File: src/rtl/rxr_pkg.sv
package rxr_pkg;
    localparam int BUF_AW = 64;
    localparam int DESC_W = 128;

    // register selectors
    localparam logic [2:0] RSEL_BASE_LO = 3'd0;
    localparam logic [2:0] RSEL_BASE_HI = 3'd1;
    localparam logic [2:0] RSEL_LEN     = 3'd2;
    localparam logic [2:0] RSEL_HEAD    = 3'd3;
    localparam logic [2:0] RSEL_TAIL    = 3'd4;
    localparam logic [2:0] RSEL_CTRL    = 3'd5;

    localparam int CTRL_PTH_LSB  = 0;
    localparam int CTRL_HTH_LSB  = 8;
    localparam int CTRL_WTH_LSB  = 16;
    localparam int CTRL_GRAN_BIT = 24;
    localparam int CTRL_EN_BIT   = 31;

    // error bits kept on end-of-packet: all but bits 3 and 4
    localparam logic [7:0] ERR_KEEP = 8'hE7;

    typedef enum logic [1:0] {
        ST_IDLE,
        ST_FETCH,
        ST_DRAIN,
        ST_WRBACK
    } rxr_state_e;

    typedef struct packed {
        logic [15:0] vlan;
        logic [7:0]  errs;
        logic [7:0]  stat;
        logic [15:0] csum;
        logic [15:0] plen;
    } rxr_info_t;

    typedef struct packed {
        rxr_info_t   info;
        logic [63:0] baddr;
    } rxr_desc_t;
endpackage

File: src/rtl/rxr_regs.sv
module rxr_regs
    import rxr_pkg::*;
#(
    parameter int IDX_W = 12,
    parameter int TH_W  = 6
) (
    input  logic             clk,
    input  logic             rst_n,
    input  logic             we,
    input  logic [2:0]       addr,
    input  logic [31:0]      wdata,
    input  logic             head_adv,
    output logic [63:0]      base,
    output logic [IDX_W-1:0] ring_n,
    output logic [IDX_W-1:0] head,
    output logic [IDX_W-1:0] tail,
    output logic [TH_W-1:0]  pth,
    output logic [TH_W-1:0]  hth,
    output logic [TH_W-1:0]  wth,
    output logic             gran,
    output logic             en
);
    localparam int LEN_W = IDX_W + 4;

    logic [LEN_W-1:0] len_q;
    logic [IDX_W-1:0] head_inc;

    assign ring_n   = len_q[LEN_W-1:4];
    assign head_inc = head + IDX_W'(1);

    always_ff @(posedge clk or negedge rst_n) begin
        if (!rst_n) begin
            base  <= '0;
            len_q <= '0;
            head  <= '0;
            tail  <= '0;
            pth   <= '0;
            hth   <= '0;
            wth   <= '0;
            gran  <= 1'b0;
            en    <= 1'b0;
        end else begin
            if (we) begin
                case (addr)
                    RSEL_BASE_LO: if (!en) base[31:0]  <= {wdata[31:4], 4'b0000};
                    RSEL_BASE_HI: if (!en) base[63:32] <= wdata;
                    RSEL_LEN:     if (!en) len_q       <= wdata[LEN_W-1:0];
                    RSEL_HEAD:    if (!en) head        <= wdata[IDX_W-1:0];
                    RSEL_TAIL:    tail <= wdata[IDX_W-1:0];
                    RSEL_CTRL: begin
                        pth  <= wdata[CTRL_PTH_LSB +: TH_W];
                        hth  <= wdata[CTRL_HTH_LSB +: TH_W];
                        wth  <= wdata[CTRL_WTH_LSB +: TH_W];
                        gran <= wdata[CTRL_GRAN_BIT];
                        en   <= wdata[CTRL_EN_BIT];
                    end
                    default: ;
                endcase
            end
            if (head_adv) begin
                head <= (head_inc == ring_n) ? '0 : head_inc;
            end
        end
    end
endmodule

File: src/rtl/rxr_desc_cache.sv
module rxr_desc_cache
    import rxr_pkg::*;
#(
    parameter int DEPTH = 16,          // power of two
    parameter int PW    = $clog2(DEPTH),
    parameter int CW    = PW + 1
) (
    input  logic          clk,
    input  logic          rst_n,
    input  logic          flush,
    input  logic          req_acc,
    input  logic          rsp_valid,
    input  logic [63:0]   rsp_baddr,
    input  logic          cmp_acc,
    input  rxr_info_t     cmp_info,
    input  logic          wb_acc,
    output logic [CW-1:0] occupied,
    output logic [CW-1:0] unproc,
    output logic [CW-1:0] done_cnt,
    output logic [CW-1:0] inflight,
    output logic [63:0]   cur_baddr,
    output rxr_desc_t     wb_desc
);
    logic [CW-1:0] req_p, rsp_p, cmp_p, wb_p;
    logic [63:0]   baddr_m [DEPTH];
    rxr_info_t     info_m  [DEPTH];

    always_ff @(posedge clk) begin
        if (rsp_valid) baddr_m[rsp_p[PW-1:0]] <= rsp_baddr;
        if (cmp_acc)   info_m[cmp_p[PW-1:0]]  <= cmp_info;
    end

    always_ff @(posedge clk or negedge rst_n) begin
        if (!rst_n) begin
            req_p <= '0;
            rsp_p <= '0;
            cmp_p <= '0;
            wb_p  <= '0;
        end else if (flush) begin
            req_p <= '0;
            rsp_p <= '0;
            cmp_p <= '0;
            wb_p  <= '0;
        end else begin
            if (req_acc)   req_p <= req_p + CW'(1);
            if (rsp_valid) rsp_p <= rsp_p + CW'(1);
            if (cmp_acc)   cmp_p <= cmp_p + CW'(1);
            if (wb_acc)    wb_p  <= wb_p + CW'(1);
        end
    end

    assign occupied  = req_p - wb_p;
    assign inflight  = req_p - rsp_p;
    assign unproc    = rsp_p - cmp_p;
    assign done_cnt  = cmp_p - wb_p;
    assign cur_baddr = baddr_m[cmp_p[PW-1:0]];
    assign wb_desc   = {info_m[wb_p[PW-1:0]], baddr_m[wb_p[PW-1:0]]};
endmodule

File: src/rtl/rxr_ring_math.sv
module rxr_ring_math #(
    parameter int IDX_W = 12,
    parameter int CW    = 5
) (
    input  logic [63:0]      base,
    input  logic [IDX_W-1:0] ring_n,
    input  logic [IDX_W-1:0] head,
    input  logic [IDX_W-1:0] tail,
    input  logic [CW-1:0]    occupied,
    output logic [IDX_W-1:0] owned,
    output logic [IDX_W-1:0] avail,
    output logic [63:0]      fetch_addr,
    output logic [63:0]      wb_addr
);
    logic [IDX_W:0]   wrap_sum;
    logic [IDX_W:0]   fsum;
    logic [IDX_W-1:0] occ_x;
    logic [IDX_W-1:0] fidx;

    always_comb begin
        wrap_sum = {1'b0, tail} + {1'b0, ring_n} - {1'b0, head};
        if (tail >= head) owned = tail - head;
        else              owned = wrap_sum[IDX_W-1:0];

        occ_x = IDX_W'(occupied);
        avail = (occ_x > owned) ? '0 : owned - occ_x;

        fsum = {1'b0, head} + {1'b0, occ_x};
        if (fsum >= {1'b0, ring_n}) fsum = fsum - {1'b0, ring_n};
        fidx = fsum[IDX_W-1:0];

        fetch_addr = base + 64'({fidx, 4'b0000});
        wb_addr    = base + 64'({head, 4'b0000});
    end
endmodule

File: src/rtl/rx_desc_ring.sv
module rx_desc_ring
    import rxr_pkg::*;
#(
    parameter int IDX_W       = 12,
    parameter int TH_W        = 6,
    parameter int CACHE_DEPTH = 16
) (
    input  logic             clk,
    input  logic             rst_n,
    input  logic             reg_we,
    input  logic [2:0]       reg_addr,
    input  logic [31:0]      reg_wdata,
    output logic [IDX_W-1:0] head_o,
    output logic [IDX_W-1:0] hw_owned_o,
    output logic             mem_req_valid,
    input  logic             mem_req_ready,
    output logic             mem_req_we,
    output logic [63:0]      mem_req_addr,
    output logic [127:0]     mem_req_wdata,
    input  logic             mem_rsp_valid,
    input  logic [127:0]     mem_rsp_rdata,
    input  logic             cmp_valid,
    output logic             cmp_ready,
    input  logic             cmp_eop,
    input  logic [15:0]      cmp_len,
    input  logic [15:0]      cmp_csum,
    input  logic [7:0]       cmp_errs,
    input  logic [15:0]      cmp_vlan,
    input  logic             cmp_vlan_match,
    input  logic             cmp_inexact,
    output logic [63:0]      buf_addr_o
);
    localparam int PW    = $clog2(CACHE_DEPTH);
    localparam int CW    = PW + 1;
    localparam int THD_W = TH_W + 2;
    localparam int N_TH  = 3;

    rxr_state_e state_q, state_d;

    logic [63:0]      base;
    logic [IDX_W-1:0] ring_n, head, tail, owned, avail;
    logic [TH_W-1:0]  pth, hth, wth;
    logic             gran, en;
    logic [CW-1:0]    occupied, unproc, done_cnt, inflight, free_sp, fetch_n, left_q;
    logic [63:0]      fetch_addr, wb_addr, cur_baddr;
    rxr_desc_t        wb_desc;
    rxr_info_t        cmp_info;
    logic             req_acc, wb_acc, cmp_acc, flush, wb_go, pf_go;
    logic             unused_rsp_hi;

    logic [TH_W-1:0]  th_raw  [N_TH];
    logic [THD_W-1:0] th_desc [N_TH];

    assign unused_rsp_hi = ^mem_rsp_rdata[127:64];

    rxr_regs #(.IDX_W(IDX_W), .TH_W(TH_W)) u_regs (
        .clk(clk), .rst_n(rst_n), .we(reg_we), .addr(reg_addr), .wdata(reg_wdata),
        .head_adv(wb_acc), .base(base), .ring_n(ring_n), .head(head), .tail(tail),
        .pth(pth), .hth(hth), .wth(wth), .gran(gran), .en(en)
    );

    rxr_desc_cache #(.DEPTH(CACHE_DEPTH)) u_cache (
        .clk(clk), .rst_n(rst_n), .flush(flush), .req_acc(req_acc),
        .rsp_valid(mem_rsp_valid), .rsp_baddr(mem_rsp_rdata[63:0]),
        .cmp_acc(cmp_acc), .cmp_info(cmp_info), .wb_acc(wb_acc),
        .occupied(occupied), .unproc(unproc), .done_cnt(done_cnt), .inflight(inflight),
        .cur_baddr(cur_baddr), .wb_desc(wb_desc)
    );

    rxr_ring_math #(.IDX_W(IDX_W), .CW(CW)) u_math (
        .base(base), .ring_n(ring_n), .head(head), .tail(tail), .occupied(occupied),
        .owned(owned), .avail(avail), .fetch_addr(fetch_addr), .wb_addr(wb_addr)
    );

    // threshold scaling: granularity 0 counts 4-descriptor lines
    assign th_raw[0] = pth;
    assign th_raw[1] = hth;
    assign th_raw[2] = wth;
    for (genvar gi = 0; gi < N_TH; gi++) begin : g_th
        assign th_desc[gi] = gran ? {2'b00, th_raw[gi]} : {th_raw[gi], 2'b00};
    end

    assign free_sp = CW'(CACHE_DEPTH) - occupied;
    assign fetch_n = (32'(avail) < 32'(free_sp)) ? CW'(avail) : free_sp;
    assign wb_go   = (done_cnt != '0) &&
                     ((32'(done_cnt) >= 32'(th_desc[2])) || (32'(done_cnt) >= CACHE_DEPTH));
    assign pf_go   = (32'(unproc) < 32'(th_desc[0])) && (32'(avail) >= 32'(th_desc[1])) &&
                     (avail != '0) && (free_sp != '0);

    // completion path
    assign cmp_ready = en && (unproc != '0);
    assign cmp_acc   = cmp_valid && cmp_ready;
    always_comb begin
        cmp_info.vlan = cmp_vlan;
        cmp_info.errs = cmp_eop ? (cmp_errs & ERR_KEEP) : 8'h00;
        cmp_info.stat = {cmp_inexact, 3'b000, cmp_vlan_match, 1'b0, cmp_eop, 1'b1};
        cmp_info.csum = cmp_csum;
        cmp_info.plen = cmp_len;
    end

    // state register
    always_ff @(posedge clk or negedge rst_n) begin
        if (!rst_n) state_q <= ST_IDLE;
        else        state_q <= state_d;
    end

    // next state
    always_comb begin
        state_d = state_q;
        unique case (state_q)
            ST_IDLE: begin
                if (en && wb_go)      state_d = ST_WRBACK;
                else if (en && pf_go) state_d = ST_FETCH;
            end
            ST_FETCH:  if (mem_req_ready && left_q == CW'(1)) state_d = ST_DRAIN;
            ST_DRAIN:  if (inflight == '0) state_d = ST_IDLE;
            ST_WRBACK: if (mem_req_ready && left_q == CW'(1)) state_d = ST_IDLE;
            default:   state_d = ST_IDLE;
        endcase
    end

    // burst length counter
    always_ff @(posedge clk or negedge rst_n) begin
        if (!rst_n) begin
            left_q <= '0;
        end else if (state_q == ST_IDLE && en) begin
            if (wb_go)      left_q <= done_cnt;
            else if (pf_go) left_q <= fetch_n;
        end else if (req_acc || wb_acc) begin
            left_q <= left_q - CW'(1);
        end
    end

    // outputs
    always_comb begin
        mem_req_valid = 1'b0;
        mem_req_we    = 1'b0;
        mem_req_addr  = fetch_addr;
        req_acc       = 1'b0;
        wb_acc        = 1'b0;
        flush         = 1'b0;
        unique case (state_q)
            ST_IDLE:  flush = !en;
            ST_FETCH: begin
                mem_req_valid = 1'b1;
                req_acc       = mem_req_ready;
            end
            ST_DRAIN: ;
            ST_WRBACK: begin
                mem_req_valid = 1'b1;
                mem_req_we    = 1'b1;
                mem_req_addr  = wb_addr;
                wb_acc        = mem_req_ready;
            end
            default: ;
        endcase
    end

    assign mem_req_wdata = wb_desc;
    assign head_o        = head;
    assign hw_owned_o    = owned;
    assign buf_addr_o    = cur_baddr;
endmodule

File: config.mk
export PLATFORM = sky130hd
export DESIGN_NAME = rx_desc_ring
export DESIGN_NICKNAME = d
export VERILOG_FILES = /design/src/rtl/rxr_pkg.sv /design/src/rtl/rxr_regs.sv /design/src/rtl/rxr_desc_cache.sv /design/src/rtl/rxr_ring_math.sv /design/src/rtl/rx_desc_ring.sv
export SDC_FILE = /design/constraint.sdc
export NUM_CORES = 2
export LEC_CHECK = 0
export BUFFER_PORTS_ARGS = -buffer_cell sky130_fd_sc_hd__buf_2
export CORE_ASPECT_RATIO = 1.1
export CORE_MARGIN = 10
export CORE_UTILIZATION = 55
export CTS_CLUSTER_DIAMETER = 200
export CTS_CLUSTER_SIZE = 28
export DETAILED_ROUTE_END_ITERATION = 6
export PLACE_DENSITY = 0.73
export SYNTH_ARGS = -nofsm -noshare
export SYNTH_HDL_FRONTEND = slang
export SYNTH_HIERARCHICAL = 1
export SYNTH_SLANG_ARGS = --single-unit
File: constraint.sdc
create_clock -name clk -period 9.8 [get_ports clk]
set_clock_uncertainty 0.05 [all_clocks]
set_input_delay 0.49 -clock clk [delete_from_list [all_inputs] [get_ports clk]]
set_output_delay 0.49 -clock clk [all_outputs]
set_load 0.005 [all_outputs]
# Word level (Yosys, flattened, before mapping)
# Memories as Yosys holds them, arrays and structs flattened.
# Cells that the tools add are included.
# op_classes
mux	41
bitwise_logic	1
add_sub_neg	19
reduce_logical	36
n_lt_le_gt_ge	8
eq_ne	16
# ops
cell	count
$add 64x16->64	2
$mux 12	8
$mux 5	13
$mux 64	1
$sub 12x12->12	3
$mux 8	4
$add 5x1->5 const B	4
$sub 5x5->5	4
$reduce_bool 5->1	3
$reduce_bool 2->1	7
$add 12x5->13	1
$ge 13x12->1	1
$add 12x1->12 const B	1
$add 12x12->12	1
$eq 12x12->1	1
$ge 12x12->1	1
$ge 12x8->1	1
$gt 5x12->1	1
$lt 12x5->1	1
$reduce_and 3->1	4
$reduce_bool 12->1	1
$sub 12x5->12	1
$logic_and 1x1->1	10
$mux 2	5
24 further kinds	42
# totals
mem_count	2
ramBits	1968
reg_bits	147
out_inout_bits	283
in_bits	228
# memory_table
name	depth	width	rd	rd_ports_with_merged_regs	wr	line_no	source
u_cache.baddr_m	16	64	2	0	1	rxr_desc_cache.sv:25	logic [63:0] baddr_m [DEPTH];
u_cache.info_m	16	59	1	0	1	rxr_desc_cache.sv:26	rxr_info_t info_m [DEPTH];

# Depth between registers and ports, before layout
# depth
depth_word	13
mapped_depth	38

# Hierarchy
# Netlist, hierarchy kept.
# modules_own_cells
module	area_each_um2	instances	cells_per_inst	seq_area_each_um2
rxr_desc_cache	86648.1	1	4139	61999.5
rxr_ring_math	5714.2	1	829	0.0
rxr_regs	5240.0	1	386	2902.8
rx_desc_ring	2245.9	1	257	175.2

# Worst setup path before layout
# Ideal clock, no wire load.
# synth_timing
path_type	reg2out
from	register u_cache.wb_p[1]
to	output port mem_req_addr[40]
stages_incl_launch_ff	37
slack_ns	1.606
path_buffers	6
required_ns	9.260
arrival_ns	7.654
path_cell_list	dfrtp_1 -> buf_2 -> buf_2 -> buf_2 -> buf_2 -> inv_1 -> fa_1 -> xor2_1 -> ha_1 -> a21oi_1 -> o21bai_1 -> a21oi_1 -> xnor2_1 -> ha_1 -> a21o_1 -> a21o_1 -> a21oi_1 -> a21boi_0 -> o41ai_1 -> nand2_1 -> a21bo_2 -> clkbuf_1 -> mux2i_1 -> ha_1 -> inv_1 -> fa_1 -> nor2b_1 -> o21ai_0 -> a21boi_0 -> o211ai_1 -> a21oi_1 -> a211oi_1 -> a211o_1 -> clkbuf_1 -> nor3_1 -> xor2_1 -> mux2_1
# synth_via
elab_chain_len	6
# synth_rtl
element	line_no	source
from (decl)	rxr_desc_cache.sv:24	logic [CW-1:0] req_p, rsp_p, cmp_p, wb_p;
from (signal assigned)	rxr_desc_cache.sv:48	if (wb_acc) wb_p <= wb_p + CW'(1);
$sub 5x5->5 (*)	rxr_desc_cache.sv:52	assign occupied = req_p - wb_p;
via occupied[2]	rx_desc_ring.sv:44	logic [CW-1:0] occupied, unproc, done_cnt, inflight, free_sp, fetch_n, left_q;
$add 12x5->13 (*)	rxr_ring_math.sv:28	fsum = {1'b0, head} + {1'b0, occ_x};
$sub 12x12->12 or $ge 13x12->1 (tied branches)	rxr_ring_math.sv:29	if (fsum >= {1'b0, ring_n}) fsum = fsum - {1'b0, ring_n};
$mux 12 (*)	rxr_ring_math.sv:29	
$add 64x16->64 (*)	rxr_ring_math.sv:32	fetch_addr = base + 64'({fidx, 4'b0000});
via fetch_addr[40]	rx_desc_ring.sv:45	logic [63:0] fetch_addr, wb_addr, cur_baddr;
$mux 64 (*)	rx_desc_ring.sv:142	unique case (state_q)
to (decl)	rx_desc_ring.sv:18	output logic [63:0] mem_req_addr,
# The timed path passes the listed nets; every way through them passes the cells marked *.

# Worst setup path in the final report
# layout_timing
from	register u_cache.req_p[0]
to	output port mem_req_addr[40]
# layout_via
elab_chain_len	6
# layout_rtl
element	line_no	source
from (decl)	rxr_desc_cache.sv:24	
from (signal assigned)	rxr_desc_cache.sv:45	if (req_acc) req_p <= req_p + CW'(1);
$sub 5x5->5 (*)	rxr_desc_cache.sv:52	
via occupied[1]	rx_desc_ring.sv:44	
$add 12x5->13 (*)	rxr_ring_math.sv:28	
$sub 12x12->12 or $ge 13x12->1 (tied branches)	rxr_ring_math.sv:29	
$mux 12 (*)	rxr_ring_math.sv:29	
$add 64x16->64 (*)	rxr_ring_math.sv:32	
via fetch_addr[40]	rx_desc_ring.sv:45	
$mux 64 (*)	rx_desc_ring.sv:142	
# Marks and branches as above.

==> metrics.txt <==
Least-Margin Pin Slew=1.182 ns; dominant combinational cell family by area after synthesis=multiplexers; largest net degree at the start of global routing=130; summed negative setup slack over all endpoints=0 ns; Crit path required time=9.26 ns; outcome=finished, final reports clean; final number of max-transition violations=0; share of synthesized cell area in and, or, nand and nor gates=2.886%; vias per cell=6.620; worst endpoint data arrival time=8.62 ns; antenna-violating nets left=0; area enclosed by the die boundary=199000 µm²; crit-path max FO=24; Cell Area, Synth=99850 µm²; register area share after synthesis=65.18%; headroom to the max-slew limit=20.95%; number of distinct library cells after synthesis=107; most frequent cell on the critical path=sky130_fd_sc_hd__inv_1; net switching power=0.01359 W; average routed wire per standard cell=30.40 µm; synthesis-stage register bit count=2191; multi-input logic area=33120 µm²; most frequently used flop master after synthesis=sky130_fd_sc_hd__edfxtp_1; total detailed-routing wirelength=258.5 mm; number of setup violations in the final report=0; Boundary Pins=511; count of buffers from port buffering=440; type of destination of the critical path=output port; post-synthesis share of cell area spent on full adders, half adders and majority gates=1.937%; number of levels the H-tree was split into=3; clock sink count=2191; overall via count from detail_route=56280; area share of xor/xnor cells in the synthesized design=1.855%; pwr/cell area=314.5 nW/µm²; number of enable-type register cells in the synthesized netlist=2048; vias in the first global route=57590; clock latency at the later pin of the worst-skew pair=0.75 ns; total iterations of the first detailed-routing run=6; final global-route overflow total=0; Floorplan Core Area=179900 µm²; CP bufs+invs=6; buffer cell driving the clock tree root=sky130_fd_sc_hd__clkbuf_16; peak supply drop=0.0003867 V; fmax=109.2 MHz; sequential cell fraction of total power=34.1%; Mean Syn Cell Area=17.80 µm²; Final Wtd Congestion=0.9279; height of the chip=466.9 µm; final routed DRC violation total=0; TritonCTS clock tree=built; ratio of final minimum period to clock period=93.44%; floorplan die width=426.3 µm; Lkg Pwr=36.62 nW; element type at the critical path start=register; share of the synthesized area in the top cell type=61.59%; setup repair after global routing missed its margin=no; post-synthesis mux area share=20.66%; Cell Rows=163; initial core utilization=55.51%; final hold violations=0; Slowest cell on crit path=sky130_fd_sc_hd__fa_1; portion of total power attributed to the clock network=13.0%; top cells by area, synth=sky130_fd_sc_hd__edfxtp_1, sky130_fd_sc_hd__mux4_2, sky130_fd_sc_hd__mux2i_1; number of buffers created by CTS=88; initial antenna violation count=43; largest stage delay on the critical path=0.65 ns; overall routing resource usage=25.58%; least setup slack across all paths after layout=0.6431 ns; post-route worst hold slack=0.04559 ns; part of the power in combinational logic=52.9%; clock period minus worst slack=9.157 ns; synth-to-layout area growth=7.989%; Worst Setup Slack post-DPL=0.9184 ns; HP Class=in2reg; clock transition time at the flip-flop clock pins of the worst setup and hold paths=0.12 ns; register area=65100 µm²; Max Cap Violations=0; Setup CP Type=reg2out; cell internal pwr=0.02032 W; largest area contributor in the netlist=sky130_fd_sc_hd__edfxtp_1; wire length of the first global-routing pass=380.3 mm; initial detailed-routing violation count=6333; half-perimeter wire length after detailed placement=149.6 mm; share of synthesized registers carrying an async set or reset=6.527%; Mapped Cells=5611; leading post-synthesis cells by instance count=sky130_fd_sc_hd__edfxtp_1, sky130_fd_sc_hd__mux4_2, sky130_fd_sc_hd__mux2i_1; most numerous cell in the Yosys netlist=sky130_fd_sc_hd__edfxtp_1; Compound-Gate Fraction of Synth Area=5.101%; Final Net Count=6446; share of cells above drive strength 1=24.80%; category of cells accounting for the largest share of critical-path delay=compound AO/OA/AOI/OAI gates; Yosys warnings=6; fill cell count=13010; maximum clock path buffer count=3; Switching Fraction=40.09%
placed cells by master, fill, tap and decap left out, types with 123 or more instances in the layout:
| cell | Yosys | routed |
|---|---|---|
| sky130_fd_sc_hd__nor2_1 | 168 | 140 |
| sky130_fd_sc_hd__o21ai_0 | 151 | 151 |
| sky130_fd_sc_hd__a22oi_1 | 130 | 130 |
| sky130_fd_sc_hd__inv_1 | 127 | 126 |
| sky130_fd_sc_hd__edfxtp_1 | 2048 | 2048 |
| sky130_fd_sc_hd__a221oi_1 | 133 | 133 |
| sky130_fd_sc_hd__o21ai_1 | 149 | 149 |
| sky130_fd_sc_hd__mux2_2 | 123 | 123 |
| sky130_fd_sc_hd__mux2i_1 | 408 | 408 |
| sky130_fd_sc_hd__dfrtp_1 | 143 | 137 |
| sky130_fd_sc_hd__mux4_2 | 640 | 640 |
| sky130_fd_sc_hd__buf_2 | 70 | 439 |
| sky130_fd_sc_hd__nand2_1 | 163 | 163 |
through the flow:
stage                     power (W)  utilization, %  cells  area (µm²)
after CTS                   0.03401           59.91   8485      107800
after global routing        0.03588           59.93   8492      107800
after global placement      0.02930           58.32   8332      104900
after floorplan             0.02381               -   5724      100300
after detailed placement    0.02961           58.32   8332      104900
final                       0.03391           59.94   8502      107800
what timing repair did:
item,in CTS,in global routing
resized for setup,0,4
setup endpoints to repair,0,35
buffers inserted,0,0
endpoints found under the hold margin,371,0
hold buffers,46,0
area by class of cell:
type,instances,area share [%]
diodes,17,0.03945
clock buffers,101,2.127
clock inverters,6,0.09515
inverters,130,0.4572
multi-input cells,3053,30.72
flip-flops and latches,2191,60.38
well taps,2392,2.776
repair buffers,612,3.410
worst register-to-register path: cells and delay by family (launching register included):
| family | cells | cell delay (ns) |
|---|---|---|
| simple gates | 8 | 2.21 |
| compound gates | 10 | 2.19 |
| mux | 3 | 1.08 |
| fa+ha+maj | 3 | 0.91 |
| flops | 1 | 0.66 |
| buf+inv | 3 | 0.53 |
layer usage:
layer / share of wire (%) / vias to the layer above / track usage, % / wire length, µm
met1: 38 / 29460 / 34.27 / 99050
met5: 0.075 / - / 0 / 194
li1: - / 23530 / - / -
met4: 4.1 / 28 / 9.660 / 10520
met2: 49 / 2765 / 41.96 / 125500
met3: 9.0 / 499 / 4.636 / 23220
sequential cells by signal (all words and copies together) (netlist names), 2 cells and up:
signal,flops
u_cache/baddr_m,1024
u_cache/info_m,1024
u_regs/base,60
u_regs/head,12
u_regs/len_q,12
u_regs/tail,12
u_regs/hth,6
u_regs/pth,6
u_regs/wth,6
left_q,5
u_cache/cmp_p,5
u_cache/req_p,5
u_cache/rsp_p,5
u_cache/wb_p,5
state_q,2
final timing paths:
kind,startpoint,to,slack (ns),cells past startpoint
worst max-delay path,u_cache/req_p[0]$_DFFE_PN0P_,mem_req_addr[40],0.64,34
worst min register to register,u_regs/pth[5]$_DFFE_PN0P_,u_regs/pth[5]$_DFFE_PN0P_,0.48,1
max in group asynchronous,rst_n,u_regs/base[17]$_DFFE_PN0P_,8.04,3
worst max register to register,u_regs/head[0]$_DFFE_PN0P_,left_q[1]$_DFFE_PN0P_,2.02,27
min in group asynchronous,rst_n,u_regs/tail[11]$_DFFE_PN0P_,0.29,2
worst min-delay path,mem_rsp_rdata[34],u_cache/baddr_m[8][34]$_DFFE_PP_,0.05,1
kinds of logic (layout without fill, tap and decap cells):
| family | Yosys count | in the layout |
|---|---|---|
| AO/OA/AOI/OAI | 764 | 764 |
| XOR/XNOR | 209 | 209 |
| adder cells (fa/ha/maj) | 142 | 142 |
| buffers and inverters | 480 | 849 |
| flip-flops | 2191 | 2191 |
| multiplexers | 1237 | 1237 |
| other | 3 | 133 |
| AND/OR/NAND/NOR | 585 | 585 |
power groups by stage:
stage	sequential (W)	clock [W]	combinational (W)
floorplan	0.0116	0	0.0122
global placement	0.0117	0	0.0176
detailed placement	0.0118	0	0.0178
CTS	0.0115	0.00451	0.0180
global route	0.0116	0.00483	0.0194
finish	0.0116	0.00441	0.0179
Power figures use the tool's default switching activity.
